File: config.mk
export PLATFORM = sky130hd
export DESIGN_NAME = i2c_reg_target
export DESIGN_NICKNAME = d
export VERILOG_FILES = /design/src/rtl/i2c_regport_pkg.sv /design/src/rtl/i2c_line_sync.sv /design/src/rtl/i2c_bus_front.sv /design/src/rtl/i2c_ptr_unit.sv /design/src/rtl/i2c_reg_target.sv
export SDC_FILE = /design/constraint.sdc
export NUM_CORES = 1
export LEC_CHECK = 0
export BUFFER_PORTS_ARGS = -buffer_cell sky130_fd_sc_hd__buf_2
export CAP_MARGIN = 20
export CELL_PAD_IN_SITES_DETAIL_PLACEMENT = 2
export CELL_PAD_IN_SITES_GLOBAL_PLACEMENT = 2
export CORE_ASPECT_RATIO = 0.8
export CORE_MARGIN = 8
export CORE_UTILIZATION = 36
export DETAILED_ROUTE_END_ITERATION = 10
export PLACE_DENSITY = 0.78
export SETUP_SLACK_MARGIN = 0.05
export SYNTH_ARGS = -nofsm -noshare
export SYNTH_HDL_FRONTEND = slang
export SYNTH_SLANG_ARGS = --single-unit
export TNS_END_PERCENT = 30
File: constraint.sdc
create_clock -name clk -period 3.1 [get_ports clk]
set_clock_uncertainty 0.15 [all_clocks]
set_input_delay 0.62 -clock clk [delete_from_list [all_inputs] [get_ports clk]]
set_output_delay 0.62 -clock clk [all_outputs]
set_load 0.02 [all_outputs]
File: src/rtl/i2c_regport_pkg.sv
package i2c_regport_pkg;
  typedef enum logic [3:0] {
    ST_IDLE,
    ST_ADDR,
    ST_ADDR_ACK,
    ST_PTR,
    ST_PTR_ACK,
    ST_WR,
    ST_WR_ACK,
    ST_RD,
    ST_RD_ACK
  } tgt_state_e;
endpackage

File: src/rtl/i2c_line_sync.sv
module i2c_line_sync #(
  parameter int STAGES = 2
) (
  input  logic clk,
  input  logic rst_n,
  input  logic din,
  output logic lvl,
  output logic rise,
  output logic fall
);
  logic [STAGES-1:0] chain;
  logic              prev;

  generate
    if (STAGES == 1) begin : g_one
      always_ff @(posedge clk or negedge rst_n)
        if (!rst_n) chain <= '1;
        else        chain <= din;
    end else begin : g_many
      always_ff @(posedge clk or negedge rst_n)
        if (!rst_n) chain <= '1;
        else        chain <= {chain[STAGES-2:0], din};
    end
  endgenerate

  always_ff @(posedge clk or negedge rst_n)
    if (!rst_n) prev <= 1'b1;
    else        prev <= chain[STAGES-1];

  assign lvl  = chain[STAGES-1];
  assign rise = lvl & ~prev;
  assign fall = ~lvl & prev;
endmodule

File: src/rtl/i2c_bus_front.sv
module i2c_bus_front #(
  parameter int SYNC_STAGES = 2
) (
  input  logic clk,
  input  logic rst_n,
  input  logic scl_i,
  input  logic sda_i,
  output logic scl_lvl,
  output logic scl_rise,
  output logic scl_fall,
  output logic sda_lvl,
  output logic start_c,
  output logic stop_c
);
  logic [1:0] raw, lv, rs, fl;
  assign raw = {sda_i, scl_i};

  for (genvar g = 0; g < 2; g++) begin : g_line
    i2c_line_sync #(.STAGES(SYNC_STAGES)) u_sync (
      .clk(clk), .rst_n(rst_n), .din(raw[g]),
      .lvl(lv[g]), .rise(rs[g]), .fall(fl[g])
    );
  end

  assign scl_lvl  = lv[0];
  assign scl_rise = rs[0];
  assign scl_fall = fl[0];
  assign sda_lvl  = lv[1];
  // data edges while the clock stays high are bus conditions
  assign start_c  = fl[1] & lv[0] & ~fl[0];
  assign stop_c   = rs[1] & lv[0] & ~fl[0];
endmodule

File: src/rtl/i2c_ptr_unit.sv
module i2c_ptr_unit #(
  parameter int NREG     = 20,
  parameter int CLK_REGS = 8,
  parameter int RSV_LO   = 16,
  parameter int RSV_HI   = 18
) (
  input  logic                      clk,
  input  logic                      rst_n,
  input  logic                      clr,
  input  logic                      load,
  input  logic [7:0]                load_val,
  input  logic                      inc,
  output logic [$clog2(NREG)-1:0]   ptr,
  output logic                      in_clk,
  output logic                      in_rsv
);
  localparam int AW = $clog2(NREG);

  always_ff @(posedge clk or negedge rst_n)
    if (!rst_n)    ptr <= '0;
    else if (clr)  ptr <= '0;
    else if (load) ptr <= (32'(load_val) < NREG) ? load_val[AW-1:0] : '0;
    else if (inc)  ptr <= (32'(ptr) == NREG - 1) ? '0 : ptr + 1'b1;

  assign in_clk = 32'(ptr) < CLK_REGS;
  assign in_rsv = (32'(ptr) >= RSV_LO) && (32'(ptr) <= RSV_HI);

  AST_PTR_IN_RANGE: assert property (@(posedge clk) disable iff (!rst_n)
    32'(ptr) < NREG);
  AST_CLR_ZEROES_PTR: assert property (@(posedge clk) disable iff (!rst_n)
    clr |=> ptr == '0);
endmodule

File: src/rtl/i2c_reg_target.sv
module i2c_reg_target
  import i2c_regport_pkg::*;
#(
  parameter logic [6:0] DEV_ADDR    = 7'h68,
  parameter int         NREG        = 20,
  parameter int         CLK_REGS    = 8,
  parameter int         RSV_LO      = 16,
  parameter int         RSV_HI      = 18,
  parameter int         SYNC_STAGES = 2,
  localparam int        AW          = $clog2(NREG)
) (
  input  logic          clk,
  input  logic          rst_n,
  input  logic          scl_i,
  input  logic          sda_i,
  output logic          sda_oe,
  input  logic          pwr_fail,
  output logic [AW-1:0] reg_addr,
  output logic          reg_wr_en,
  output logic [7:0]    reg_wr_data,
  input  logic [7:0]    reg_rd_data,
  output logic          clk_access
);
  logic scl_lvl, scl_rise, scl_fall, sda_lvl, start_c, stop_c;
  tgt_state_e st;
  logic [3:0] cnt;
  logic [7:0] sr, rd_byte;
  logic       rw, acked, oe_q;
  logic       in_clk, in_rsv, active, byte_done, ptr_load, ptr_inc;
  logic [AW-1:0] ptr;

  i2c_bus_front #(.SYNC_STAGES(SYNC_STAGES)) u_front (
    .clk(clk), .rst_n(rst_n), .scl_i(scl_i), .sda_i(sda_i),
    .scl_lvl(scl_lvl), .scl_rise(scl_rise), .scl_fall(scl_fall),
    .sda_lvl(sda_lvl), .start_c(start_c), .stop_c(stop_c)
  );

  assign active    = !pwr_fail && !start_c && !stop_c;
  assign byte_done = scl_fall && (cnt == 4'd8);
  assign ptr_load  = active && (st == ST_PTR) && byte_done;
  assign ptr_inc   = active && scl_rise &&
                     ((st == ST_WR_ACK) || (st == ST_RD_ACK && !sda_lvl));

  i2c_ptr_unit #(.NREG(NREG), .CLK_REGS(CLK_REGS), .RSV_LO(RSV_LO), .RSV_HI(RSV_HI)) u_ptr (
    .clk(clk), .rst_n(rst_n), .clr(pwr_fail), .load(ptr_load), .load_val(sr),
    .inc(ptr_inc), .ptr(ptr), .in_clk(in_clk), .in_rsv(in_rsv)
  );

  assign rd_byte = in_rsv ? 8'h00 : reg_rd_data;

  always_ff @(posedge clk or negedge rst_n) begin
    if (!rst_n) begin
      st <= ST_IDLE; cnt <= '0; sr <= '0; rw <= 1'b0; acked <= 1'b0; oe_q <= 1'b0;
    end else if (pwr_fail) begin
      st <= ST_IDLE; cnt <= '0; oe_q <= 1'b0;
    end else if (start_c) begin
      st <= ST_ADDR; cnt <= '0; oe_q <= 1'b0;
    end else if (stop_c) begin
      st <= ST_IDLE; oe_q <= 1'b0;
    end else begin
      unique case (st)
        ST_ADDR, ST_PTR, ST_WR: begin
          if (scl_rise) begin
            sr  <= {sr[6:0], sda_lvl};
            cnt <= cnt + 4'd1;
          end else if (byte_done) begin
            cnt  <= '0;
            oe_q <= 1'b1;
            if (st == ST_ADDR) begin
              if (sr[7:1] == DEV_ADDR) begin
                st <= ST_ADDR_ACK;
                rw <= sr[0];
              end else begin
                st   <= ST_IDLE;
                oe_q <= 1'b0;
              end
            end else if (st == ST_PTR) st <= ST_PTR_ACK;
            else                       st <= ST_WR_ACK;
          end
        end
        ST_ADDR_ACK: if (scl_fall) begin
          if (rw) begin
            st <= ST_RD; sr <= rd_byte; oe_q <= ~rd_byte[7]; cnt <= '0;
          end else begin
            st <= ST_PTR; oe_q <= 1'b0;
          end
        end
        ST_PTR_ACK, ST_WR_ACK: if (scl_fall) begin
          st <= ST_WR; oe_q <= 1'b0;
        end
        ST_RD: if (scl_fall) begin
          if (cnt == 4'd7) begin
            st <= ST_RD_ACK; oe_q <= 1'b0; cnt <= '0;
          end else begin
            sr <= {sr[6:0], 1'b0}; oe_q <= ~sr[6]; cnt <= cnt + 4'd1;
          end
        end
        ST_RD_ACK: begin
          if (scl_rise) acked <= ~sda_lvl;
          else if (scl_fall) begin
            if (acked) begin
              st <= ST_RD; sr <= rd_byte; oe_q <= ~rd_byte[7]; cnt <= '0;
            end else st <= ST_IDLE;
          end
        end
        default: ;
      endcase
    end
  end

  assign sda_oe      = oe_q;
  assign reg_addr    = ptr;
  assign reg_wr_data = sr;
  assign reg_wr_en   = active && (st == ST_WR) && byte_done && !in_rsv;
  assign clk_access  = in_clk && (st != ST_IDLE) && (st != ST_ADDR);

  AST_WR_ONE_CYCLE: assert property (@(posedge clk) disable iff (!rst_n)
    reg_wr_en |=> !reg_wr_en);
  AST_NO_WR_RESERVED: assert property (@(posedge clk) disable iff (!rst_n)
    reg_wr_en |-> !(32'(reg_addr) >= RSV_LO && 32'(reg_addr) <= RSV_HI));
  AST_PF_RELEASES_SDA: assert property (@(posedge clk) disable iff (!rst_n)
    pwr_fail |=> !sda_oe);
  AST_STOP_DROPS_CLKACC: assert property (@(posedge clk) disable iff (!rst_n)
    stop_c |=> !clk_access);
  AST_PULL_ONLY_ADDRESSED: assert property (@(posedge clk) disable iff (!rst_n)
    sda_oe |-> (st != ST_IDLE && st != ST_ADDR));
  AST_PULL_STARTS_SCL_LOW: assert property (@(posedge clk) disable iff (!rst_n)
    $rose(sda_oe) |-> !scl_lvl);
endmodule

# [After elaboration in Yosys (flattened, before gate mapping)]
# Cells that the tools add are included.
[totals] ff_bits=30 inputBits=13
[op_classes] add_sub_neg=2 magnitude_cmp=4 eq_ne=38 muxes=61 n_bitwise=19 reduce_logical=33
[op_table] cell="$mux W4" n=24
[op_table] cell="$mux W8" n=9
[op_table] cell="$ne A5 B5 Y1 const B" n=10
[op_table] cell="$pmux W8 S4" n=1
[op_table] cell="$reduce_and A9 Y1" n=3
[op_table] cell="$mux W5" n=5
[op_table] cell="$ne A4 B4 Y1 const B" n=6
[op_table] cell="$eq A4 B3 Y1 const B" n=5
[op_table] cell="$pmux W4 S5" n=1
[op_table] cell="$ne A2 B2 Y1 const B" n=8
[op_table] cell="$pmux W4 S4" n=1
[op_table] cell="$mux W1" n=15
[op_table] cell="$logic_and A1 B1 Y1" n=14
[op_table] cell="$reduce_and A12 Y1" n=1
[op_table] cell="$not A1 Y1" n=11
[op_table] cell="$and A1 B1 Y1" n=8
[op_table] cell="$eq A4 B2 Y1 const B" n=2
[op_table] cell="$eq A4 B4 Y1 const B" n=2
[op_table] cell="$lt A8 B5 Y1 const B" n=1
[op_table] cell="$reduce_and A8 Y1" n=1
[op_table] cell="$reduce_bool A4 Y1" n=2
[op_table] cell="$reduce_bool A8 Y1" n=1
[op_table] cell="$eq A7 B7 Y1 const B" n=1
[op_table] cell="$mux W3" n=2
[op_table] cell="other kinds (18)" n=23

# [Longest topological paths before layout]
# Gate-level depths: netlist of the first run.
[depth] depth_word=12 depth_mapped=8

# [Cells and area by module]
# Synthesis of the first run repeated with hierarchy kept, for this count alone.
[hier_totals] hier_cells=230 hier_area_um2=2047.0
[by_module_without_submodules] mod="i2c_reg_target" n_inst=1 cells_per_inst=174 area_per_inst_um2=1468.9 seq_area_each_um2=475.5
[by_module_without_submodules] mod="i2c_ptr_unit" n_inst=1 cells_per_inst=44 area_per_inst_um2=372.9 seq_area_each_um2=125.1
[by_module_without_submodules] mod="i2c_line_sync" n_inst=2 cells_per_inst=5 area_per_inst_um2=93.8 seq_area_each_um2=78.8
[by_module_without_submodules] mod="i2c_bus_front" n_inst=1 cells_per_inst=2 area_per_inst_um2=17.5 seq_area_each_um2=0.0

# [Least setup slack after synthesis of the first run]
# OpenSTA, ideal clock, no wires.
[synth_timing] kind="register to output" start="register st[3]" end="output port reg_wr_en" arrival_ns=1.525 t_required_ns=2.330 setup_slack_ns=0.805 stages_incl_launch_ff=7 n_path_buf=3 cell_sequence="dfrtp_1 buf_2 clkbuf_1 clkbuf_1 nand2b_1 nor4b_1 and3_1"
[synth_between] elab_chain_len=4
[synth_rtl] element="start: declaration" line_no="i2c_reg_target.sv:25" text="tgt_state_e st;"
[synth_rtl] element="start signal: assignment" line_no="i2c_reg_target.sv:53" text="st <= ST_IDLE; cnt <= '0; sr <= '0; rw <= 1'b0; acked <= 1'b0; oe_q <= 1'b0;"
[synth_rtl] element="start signal: assignment" line_no="i2c_reg_target.sv:55" text="st <= ST_IDLE; cnt <= '0; oe_q <= 1'b0;"
[synth_rtl] element="start signal: assignment" line_no="i2c_reg_target.sv:57" text="st <= ST_ADDR; cnt <= '0; oe_q <= 1'b0;"
[synth_rtl] element="$eq A4 B3 Y1" line_no="i2c_reg_target.sv:114" text="assign reg_wr_en = active && (st == ST_WR) && byte_done && !in_rsv;"
[synth_rtl] element="$logic_and A1 B1 Y1 (3 in a row)" line_no="i2c_reg_target.sv:114"
[synth_rtl] element="end: declaration" line_no="i2c_reg_target.sv:19" text="output logic reg_wr_en,"
# No other way between the ends.

# [Worst setup path after layout of the first run]
# Ends and elaborated chain as after synthesis.

==> results.md, run 1 <==
- Slowest-stage cell, CP: dfrtp_1
- Row count: 25
- Crit-path max cell delay: 0.69 ns
- Setup Crit Path Kind: flop to primary output
- Hold/Removal Path Class: flop to flop
- CTS Buf Count: 5
- Share of cells above drive strength 1: 28.46%
- Ranking of synthesized cells by area: dfrtp_1 28%, dfstp_2 7.4%, mux2_2 7.4%
- Total power: 2135 uW
- Final #Nets: 276
- Diodes inserted: 0
- Initial antenna violation count: 0
- I/O pins: 29
- Power share of the combinational group: 45.0%
- Clock slew at reported path FFs: 0.07 ns
- Syn nets: 248
- Critical path arrival: 2.04 ns
- Drt drc: 0
- Cell chain of the critical path: nand2b_1, nor4b_1, and3_1, buf_2
- Met3 Routed Length: 236 um
- TritonCTS clock tree: built
- Final Hold Viols: 0
- Synth Area in XOR/XNOR: 0.4106%
- Post-synthesis compound-gate area fraction: 24.28%
- Fmax: 0.3557 GHz
- Clk root buf: clkbuf_8
- Final WL: 7170 um
- Area Growth Syn to Fin: 16.13%
- FILL cells: 675
- Synth top area share: 28.15%
- CTS H-tree depth: 2
- Metal1 wirelength: 3546 um
- Status: finished clean
- Simple-gate portion of the synthesized area: 24.11%
- MaxCap Viol Count: 0
- Die Width: 102.1 um
- Main synth FF type: dfrtp_1
- Internal power: 1240 uW
- Routed wire per std cell: 21.03 um
- Synth warn: 0
- Final Max Slew Viols: 0
- Via density: 5.812
- Clk sinks: 30
- Worst relative slew slack: 44.51%
- RSZ-0062 raised after global routing: no
- Distinct cells, synth: 61
- Post-layout util: 42.58%
- Final worst-path cycle share: 90.68%
- Vias in the first global route: 2,089
- Die ar.: 0.008660 sq mm
- DP HPWL: 5252 um
- VDD IR max: 0.4658 mV
- Post-synth top area cell: dfrtp_1
- Clock Latency Late Sink: 0.28 ns
- Crit-path max FO: 28
- Setup crit start kind: flop
- DRT antenna net count: 0
- Clock network fraction of design power: 23.5%
- Power density cells: 862.0 mW/mm^2
- Largest net degree at the start of global routing: 31
- Reg power frac: 31.5%
- Worst Setup End Kind: primary output
- Post-CTS sizing: 0
- Proportion of synthesized area in mux cells: 8.798%
- Postcts setup bufs: 0
- Syn Std Cell Area: 0.002133 sq mm
- Routed length on met2: 3300 um
- Final min period: 2.811 ns
- Max Used Layer: met4
- Die height: 84.85 um
- Setup TNS: 0 ns
- Starting Density: 36.67%
- Pleak: 0.001011 uW
- Synth Area in Adders: 2.346%
- Final GP Congestion: 0.9197
- Sw Share: 41.94%
- Final setup fails: 0
- Post-CTS Hold Fix Bufs: 0
- Post-synth EDFFs: 0
- Post-synthesis sequential area ratio: 35.54%
- Iteration-0 DRC Markers: 96
- First-pass GRT wire length: 11,630 um
- Largest family of logic cells by synthesized area: compound AO/OA/AOI/OAI gates
- Via count: 1,982
- Yosys reg bits: 30
- DR pass1 iterations: 4
- Ys async rst share: 100.0%
- Total gr overflow: 0
- # port buffers: 28
- Mean post-synth cell area: 9.235 sq um
- Tot GR Track Use: 17.30%
- Tightest Pin Transition: 0.8323 ns
- Core area: 0.005818 sq mm
- Cell count after synthesis: 231
- Sw Pwr: 895.6 uW
- Clock buffer depth: 2
- WP data required: 2.33 ns
-- kinds of logic after synthesis --
logic type	count (synthesis)
buffers and inverters	20
multiplexers	17
AND/OR/NAND/NOR	87
AO/OA/AOI/OAI	72
flip-flops	30
XOR/XNOR	1
adder cells (fa/ha/maj)	4
-- layout by cell type (no fill, tap or decap), types with 3 or more instances in the layout --
master	count
a21oi_1	10
clkbuf_8	6
nand4_1	4
nor4b_1	4
buf_2	28
a31oi_1	6
dfstp_2	6
mux2_2	14
nor2_1	19
nor2b_1	8
dfrtp_1	24
nand2_1	14
a22o_1	9
a211oi_1	6
inv_1	11
o21a_1	4
mux2i_1	3
nand3_1	5
or2_2	3
o21ai_0	12
ha_1	4
nor3_1	6
nand2b_1	6
-- Yosys cell counts, drive strengths merged, types with 6 or more instances --
cell type	instances
a211oi	6
a21oi	12
a22o	9
a31oi	6
dfrtp	24
dfstp	6
inv	11
mux2	14
nand2	14
nand2b	7
nor2	20
nor2b	8
nor3	8
o21ai	14
-- metal layers --
layer	global-route usage [%]	vias to the layer above
met2	25.81	39
met3	3.189	8
met4	4.388	0
met1	24.72	1013
met5	0	-
li1	-	922
-- worst max-delay path: cells and delay by family, from the launching register on --
family	cells	cell delay (ns)
simple gates	3	0.88
buf+inv	1	0.18
flops	1	0.69
-- metrics by stage --
step,area (sq um),setup WS (ns),hold WS (ns),instances
after floorplan,2133,0.8047,0.1744,231
after global placement,2335,0.5033,0.1990,333
after detailed placement,2335,0.4252,0.2011,333
after CTS,2477,0.3169,0.2115,341
after global routing,2477,0.1790,0.2179,341
final,2477,0.2890,0.2076,341
-- flip-flops by register name (all words and copies together) (netlist names) --
name	flops
acked	1
cnt	4
reg_wr_data	8
rw	1
sda_oe	1
st	4
u_front.g_line.u_sync.chain	4
u_front.g_line.u_sync.prev	2
u_ptr.ptr	5
-- path summary, 6_finish.rpt --
kind	startpoint	endpoint	slack, ns	cells past startpoint
max in group asynchronous	rst_n	sda_oe	2.09	1
hold reg to reg	u_front.g_line[0].u_sync.chain[0]	u_front.g_line[0].u_sync.chain[1]	0.21	0
min in group asynchronous	rst_n	cnt[0]	0.24	1
setup / recovery	st[3]	reg_wr_en	0.29	4
setup reg to reg	st[3]	cnt[3]	0.39	6
hold / removal	u_front.g_line[0].u_sync.chain[0]	u_front.g_line[0].u_sync.chain[1]	0.21	0
-- power by group through the flow --
| stage | Clock, uW | Sequential (uW) | Combinational, uW |
|---|---|---|---|
| floorplan | 0 | 638 | 707 |
| global placement | 0 | 671 | 920 |
| detailed placement | 0 | 677 | 948 |
| CTS | 515 | 669 | 965 |
| global route | 531 | 695 | 1040 |
| finish | 502 | 673 | 960 |
-- area by class of cell --
cell class              instances  area, sq um  share of cell area [%]
well taps                      81        101.3                   4.091
flip-flops and latches         30        758.2                   30.61
multi-input cells             181         1279                   51.62
clock inverters                 2        60.06                   2.424
clock buffers                   6        82.58                   3.333
repair buffers                 30        155.1                   6.263
inverters                      11        41.29                   1.667
No activity file was read; power rests on OpenSTA's default activity.
==> run 2, diff against run 1 <==
Settings changed: GPL_TIMING_DRIVEN from default to 0.
==> run 2 against run 1 <==
  * Worst setup slack gained 0.090 ns
  * Combinational power rose by 9%
  * Count of clock-buffer cells in the layout increased by 1
  * Die area did not move
  * Global-route usage decreased by 0.054 points
  * Non-clock buffer count grew 5
  * Sequential power is 11% lower
  * Utilization increased by 0.11 points
  * Wire length decreased by 2.6%
  * Highest routed layer unchanged
  * Sequential cell count did not move
  * Largest power group unchanged
  * Total power shrank 2.6%
==> results.md, run 2 (same netlist as run 1, synthesis figures left out) <==
- Critical Path Source: u_front.g_line[1].u_sync.chain[1]
- DRT antenna net count: 0
- Worst Reg-to-Reg Cells: 8
- Vias in the first global route: 2,142
- Commonest non-fill, non-tap cell in the layout: buf_2
- Row count: 25
- Post-layout util: 42.69%
- Drt drc: 0
- Area Growth Syn to Fin: 16.42%
- CP Depth: 4
- Setup TNS: 0 ns
- MaxCap Viol Count: 0
- Largest net degree at the start of global routing: 31
- Final Max Slew Viols: 0
- Delay-heaviest family, CP: flip-flops
- Final min period: 2.721 ns
- Total gr overflow: 0
- Crit-path max FO: 8
- Power density cells: 837.7 mW/mm^2
- First-pass GRT wire length: 11,530 um
- Crit-path max cell delay: 0.63 ns
- Clk root buf: clkbuf_8
- Cell chain of the critical path: xor2_1, a21oi_1, and3_1, buf_2
- Final #Nets: 281
- TritonCTS clock tree: built
- Iteration-0 DRC Markers: 59
- Final WL: 6987 um
- I/O pins: 29
- Starting Density: 36.67%
- Share of cells above drive strength 1: 28.68%
- Die ar.: 0.008660 sq mm
- RSZ-0062 raised after global routing: no
- Hold/Removal Path Class: flop to flop
- FILL cells: 663
- Die Width: 102.1 um
- Clock Latency Late Sink: 0.29 ns
- Setup Crit Path Kind: flop to primary output
- Multi-input gate area: 0.001279 sq mm
- Routed wire per std cell: 20.19 um
- Slowest-stage cell, CP: dfstp_2
- Non-Filler Instances: 346
- Via density: 5.775
- Final worst-path cycle share: 87.76%
- Final setup fails: 0
- Largest register FFs: 8
- Initial antenna violation count: 0
- CTS H-tree depth: 2
- VDD IR max: 0.4192 mV
- Critical path arrival: 1.95 ns
- Sequential Area: 758.2 sq um
- Clk sinks: 30
- # port buffers: 27
- Clock slew at reported path FFs: 0.07 ns
- Clock buffer depth: 2
- Post-place setup slack: 0.4259 ns
- Reg-to-reg slack, setup: 0.47 ns
- CTS Buf Count: 5
- Setup crit start kind: flop
- Final GP Congestion: 0.8077
- Reg-to-Reg Start: cnt[0]
- Fmax: 0.3676 GHz
- Tightest Pin Transition: 0.7139 ns
- Die height: 84.85 um
- Crit Reg-Reg Endpoint: cnt[3]
- Crit path capture: reg_wr_en
- Diodes inserted: 0
- Worst path buffer plus inverter count: 1
- Commonest non-fill, non-tap cells in the layout: 29 x buf_2, 24 x dfrtp_1, 19 x nor2_1
- Core area: 0.005818 sq mm
- Status: finished clean
- Tot GR Track Use: 17.25%
- WP data required: 2.33 ns
- Pleak: 0.001018 uW
- Final Hold Viols: 0
- Final WS setup: 0.3794 ns
- Worst relative slew slack: 52.40%
- Inst Count DP: 339
- Worst Setup End Kind: primary output
- DR pass1 iterations: 4
- DP HPWL: 5349 um
- Via count: 1,998
-- run 2: how the worst min path moves through the flow --
stage | startpoint | endpoint | slack [ns] | cells past startpoint
after floorplan | rst_n | acked | 0.17 | 0
after global placement | u_front.g_line[1].u_sync.chain[0] | u_front.g_line[1].u_sync.chain[1] | 0.20 | 0
after detailed placement | u_front.g_line[0].u_sync.chain[0] | u_front.g_line[0].u_sync.chain[1] | 0.20 | 0
after CTS | u_front.g_line[0].u_sync.chain[0] | u_front.g_line[0].u_sync.chain[1] | 0.21 | 0
after global routing | u_front.g_line[0].u_sync.chain[0] | u_front.g_line[0].u_sync.chain[1] | 0.21 | 0
final | u_front.g_line[0].u_sync.chain[0] | u_front.g_line[0].u_sync.chain[1] | 0.21 | 0
-- run 2: power breakdown --
part	switching, uW	internal (uW)
Sequential	124	476
Combinational	602	450
Clock	165	262
Total	892	1190
-- run 2: stage by stage --
stage	instance area (sq um)	power [uW]	hold slack [ns]
floorplan	2133	1345	0.1744
global placement	2370	1628	0.1960
detailed placement	2370	1657	0.2027
CTS	2486	2097	0.2124
global route	2484	2217	0.2144
finish	2484	2080	0.2099
-- run 2: worst reg2reg max path, delay by kind of cell, from the launching register on --
| family | cells | cell delay [ns] |
|---|---|---|
| adder cells (fa/ha/maj) | 1 | 0.16 |
| AO/OA/AOI/OAI | 3 | 0.76 |
| AND/OR/NAND/NOR | 3 | 0.93 |
| buffers and inverters | 1 | 0.09 |
| flip-flops | 1 | 0.46 |
-- run 2: final cells by class --
class                           count  area share [%]
Buffer                              8           2.116
Clock buffer                        7           3.476
Clock inverter                      1           1.209
Inverter                           11           1.662
Multi-Input combinational cell    181           51.49
Sequential cell                    30           30.53
Tap cell                           81           4.081
Timing Repair Buffer               27           5.441
-- run 2: layer usage --
layer  track usage, %  wire length, um  vias to the layer above
met5                0                0                        -
met4            4.654               57                        0
met3            3.598              288                        5
met2            25.81             3169                       35
met1            24.22             3471                     1024
li1                 -                -                      934
-- run 2: timing repair --
action	4_1_cts	5_1_grt
setup buffers	0	0
resized for setup	0	2
endpoints found under the setup margin	0	1
hold endpoints to repair	0	0
hold buffers	0	0
==> run 3, diff against run 2 <==
Settings changed: CTS_CLUSTER_SIZE from default to 40, PLACE_DENSITY 0.78 to default, PLACE_DENSITY_LB_ADDON from default to 0.1, TNS_END_PERCENT 30 to default.
==> run 3 against run 2 <==
  * Global-route usage about the same
  * Final cell count increased by 0.29%
  * Sequential cell count unchanged
  * Via count decreased by 1.2%
  * Critical path depth increased by 3
  * Utilization decreased by 0.30 points
  * Worst hold slack got worse by 0.0035 ns
  * Final area decreased by 0.71%
  * Count of clock-buffer cells in the layout decreased by 1
  * Clock power decreased by 18%
  * Critical path type unchanged
  * Largest power group unchanged
==> results.md, run 3 (same netlist as run 1, synthesis figures left out) <==
- Initial antenna violation count: 0
- Final #Nets: 282
- Worst path buffer plus inverter count: 4
- Crit-path max FO: 10
- MaxCap Viol Count: 0
- Clock Latency Late Sink: 0.29 ns
- Final Hold Viols: 0
- Setup crit start kind: flop
- Final WL: 7051 um
- Die height: 84.85 um
- Setup TNS: 0 ns
- Routed wire per std cell: 20.32 um
- Worst Setup End Kind: primary output
- FILL cells: 680
- CTS Buf Count: 5
- Final Max Slew Viols: 0
- CTS H-tree depth: 2
- Total gr overflow: 0
- Fmax: 0.3404 GHz
- Starting Density: 36.67%
- Non-Filler Instances: 347
- Iteration-0 DRC Markers: 87
- # port buffers: 27
- Area Growth Syn to Fin: 15.60%
- Core area: 0.005818 sq mm
- First-pass GRT wire length: 11,640 um
- Delay-heaviest family, CP: buffers and inverters
- DP Area: 0.002370 sq mm
- CP Depth: 7
- Clock slew at reported path FFs: 0.07 ns
- Setup Crit Path Kind: flop to primary output
- Drt drc: 0
- Slowest-stage cell, CP: dfrtp_1
- Critical path arrival: 2.17 ns
- Final setup fails: 0
- Worst Reg-to-Reg Cells: 8
- DR pass1 iterations: 4
- Status: finished clean
- Via count: 1,974
- DP HPWL: 5271 um
- Hold/Removal Path Class: flop to flop
- Final worst-path cycle share: 94.77%
- Inst Count DP: 339
- Final instance area: 0.002466 sq mm
- Clock buffer depth: 2
- Tightest Pin Transition: 0.7194 ns
- Worst relative slew slack: 52.04%
- Largest net degree at the start of global routing: 31
- Power density cells: 812.5 mW/mm^2
- VDD IR max: 0.3645 mV
- WP data required: 2.33 ns
- Diodes inserted: 0
- Hold slack final: 0.2064 ns
- Tot GR Track Use: 17.27%
- Die Width: 102.1 um
- Commonest non-fill, non-tap cells in the layout: 29 x buf_2, 24 x dfrtp_1, 19 x nor2_1
- Via density: 5.689
- Final min period: 2.938 ns
- RSZ-0062 raised after global routing: no
- I/O pins: 29
- Crit-path max cell delay: 0.36 ns
- Clk root buf: clkbuf_8
- Clk sinks: 30
- Final GP Congestion: 0.8209
- Vias in the first global route: 2,132
- Share of cells above drive strength 1: 28.95%
- Pleak: 0.001008 uW
- Most used cell, CP: buf_2
- Post-layout util: 42.39%
- Cell chain of the critical path: buf_2, clkbuf_1, clkbuf_2, nand2b_1, nor4b_1, and3_1, buf_2
- Largest register FFs: 8
- Reg-to-reg slack, setup: 0.47 ns
- Hold Path Stages: 0
- Row count: 25
- TritonCTS clock tree: built
- Die ar.: 0.008660 sq mm
- Commonest non-fill, non-tap cell in the layout: buf_2
- DRT antenna net count: 0
run 3: final timing paths:
path                                                    from                                 to
setup / recovery                                       st[3]                          reg_wr_en
hold / removal             u_front.g_line[1].u_sync.chain[0]  u_front.g_line[1].u_sync.chain[1]
setup reg to reg                                      cnt[0]                             cnt[3]
hold reg to reg            u_front.g_line[1].u_sync.chain[0]  u_front.g_line[1].u_sync.chain[1]
max in group asynchronous                              rst_n                             sda_oe
min in group asynchronous                              rst_n                             cnt[1]
run 3: power breakdown:
part / internal [uW] / switching (uW) / total (uW)
Sequential: 476 / 120 / 596
Clock: 179 / 171 / 350
Combinational: 451 / 607 / 1060
run 3: metal layers:
| layer | vias up | GRT usage (%) | part of all wire (%) |
|---|---|---|---|
| met1 | 994 | 25.26 | 51 |
| met3 | 7 | 3.434 | 4.4 |
| met2 | 43 | 25.04 | 44 |
| met4 | 0 | 3.989 | 1.1 |
| met5 | - | 0 | 0 |
| li1 | 930 | - | - |
run 3: stage by stage:
| step | worst slack, ns | power (uW) |
|---|---|---|
| after floorplan | 0.8047 | 1345 |
| after global placement | 0.4583 | 1625 |
| after detailed placement | 0.4465 | 1662 |
| after CTS | 0.09121 | 2024 |
| after global routing | 0.07375 | 2144 |
| final | 0.1622 | 2004 |
run 3: timing repair:
| item | in CTS | in global routing |
|---|---|---|
| hold buffers | 0 | 0 |
| resized for setup | 0 | 2 |
| setup endpoints to repair | 0 | 2 |
| setup buffers | 0 | 0 |
run 3: cell type report:
cell class                      instances  area, sq um  share of cell area [%]
Sequential cell                        30        758.2                   30.75
Clock buffer                            6        82.58                   3.349
Clock inverter                          2        12.51                  0.5074
Multi-Input combinational cell        181         1279                   51.85
Inverter                               11        41.29                   1.674
Tap cell                               81        101.3                   4.110
Timing Repair Buffer                   27        135.1                   5.479
Buffer                                  9        56.30                   2.283
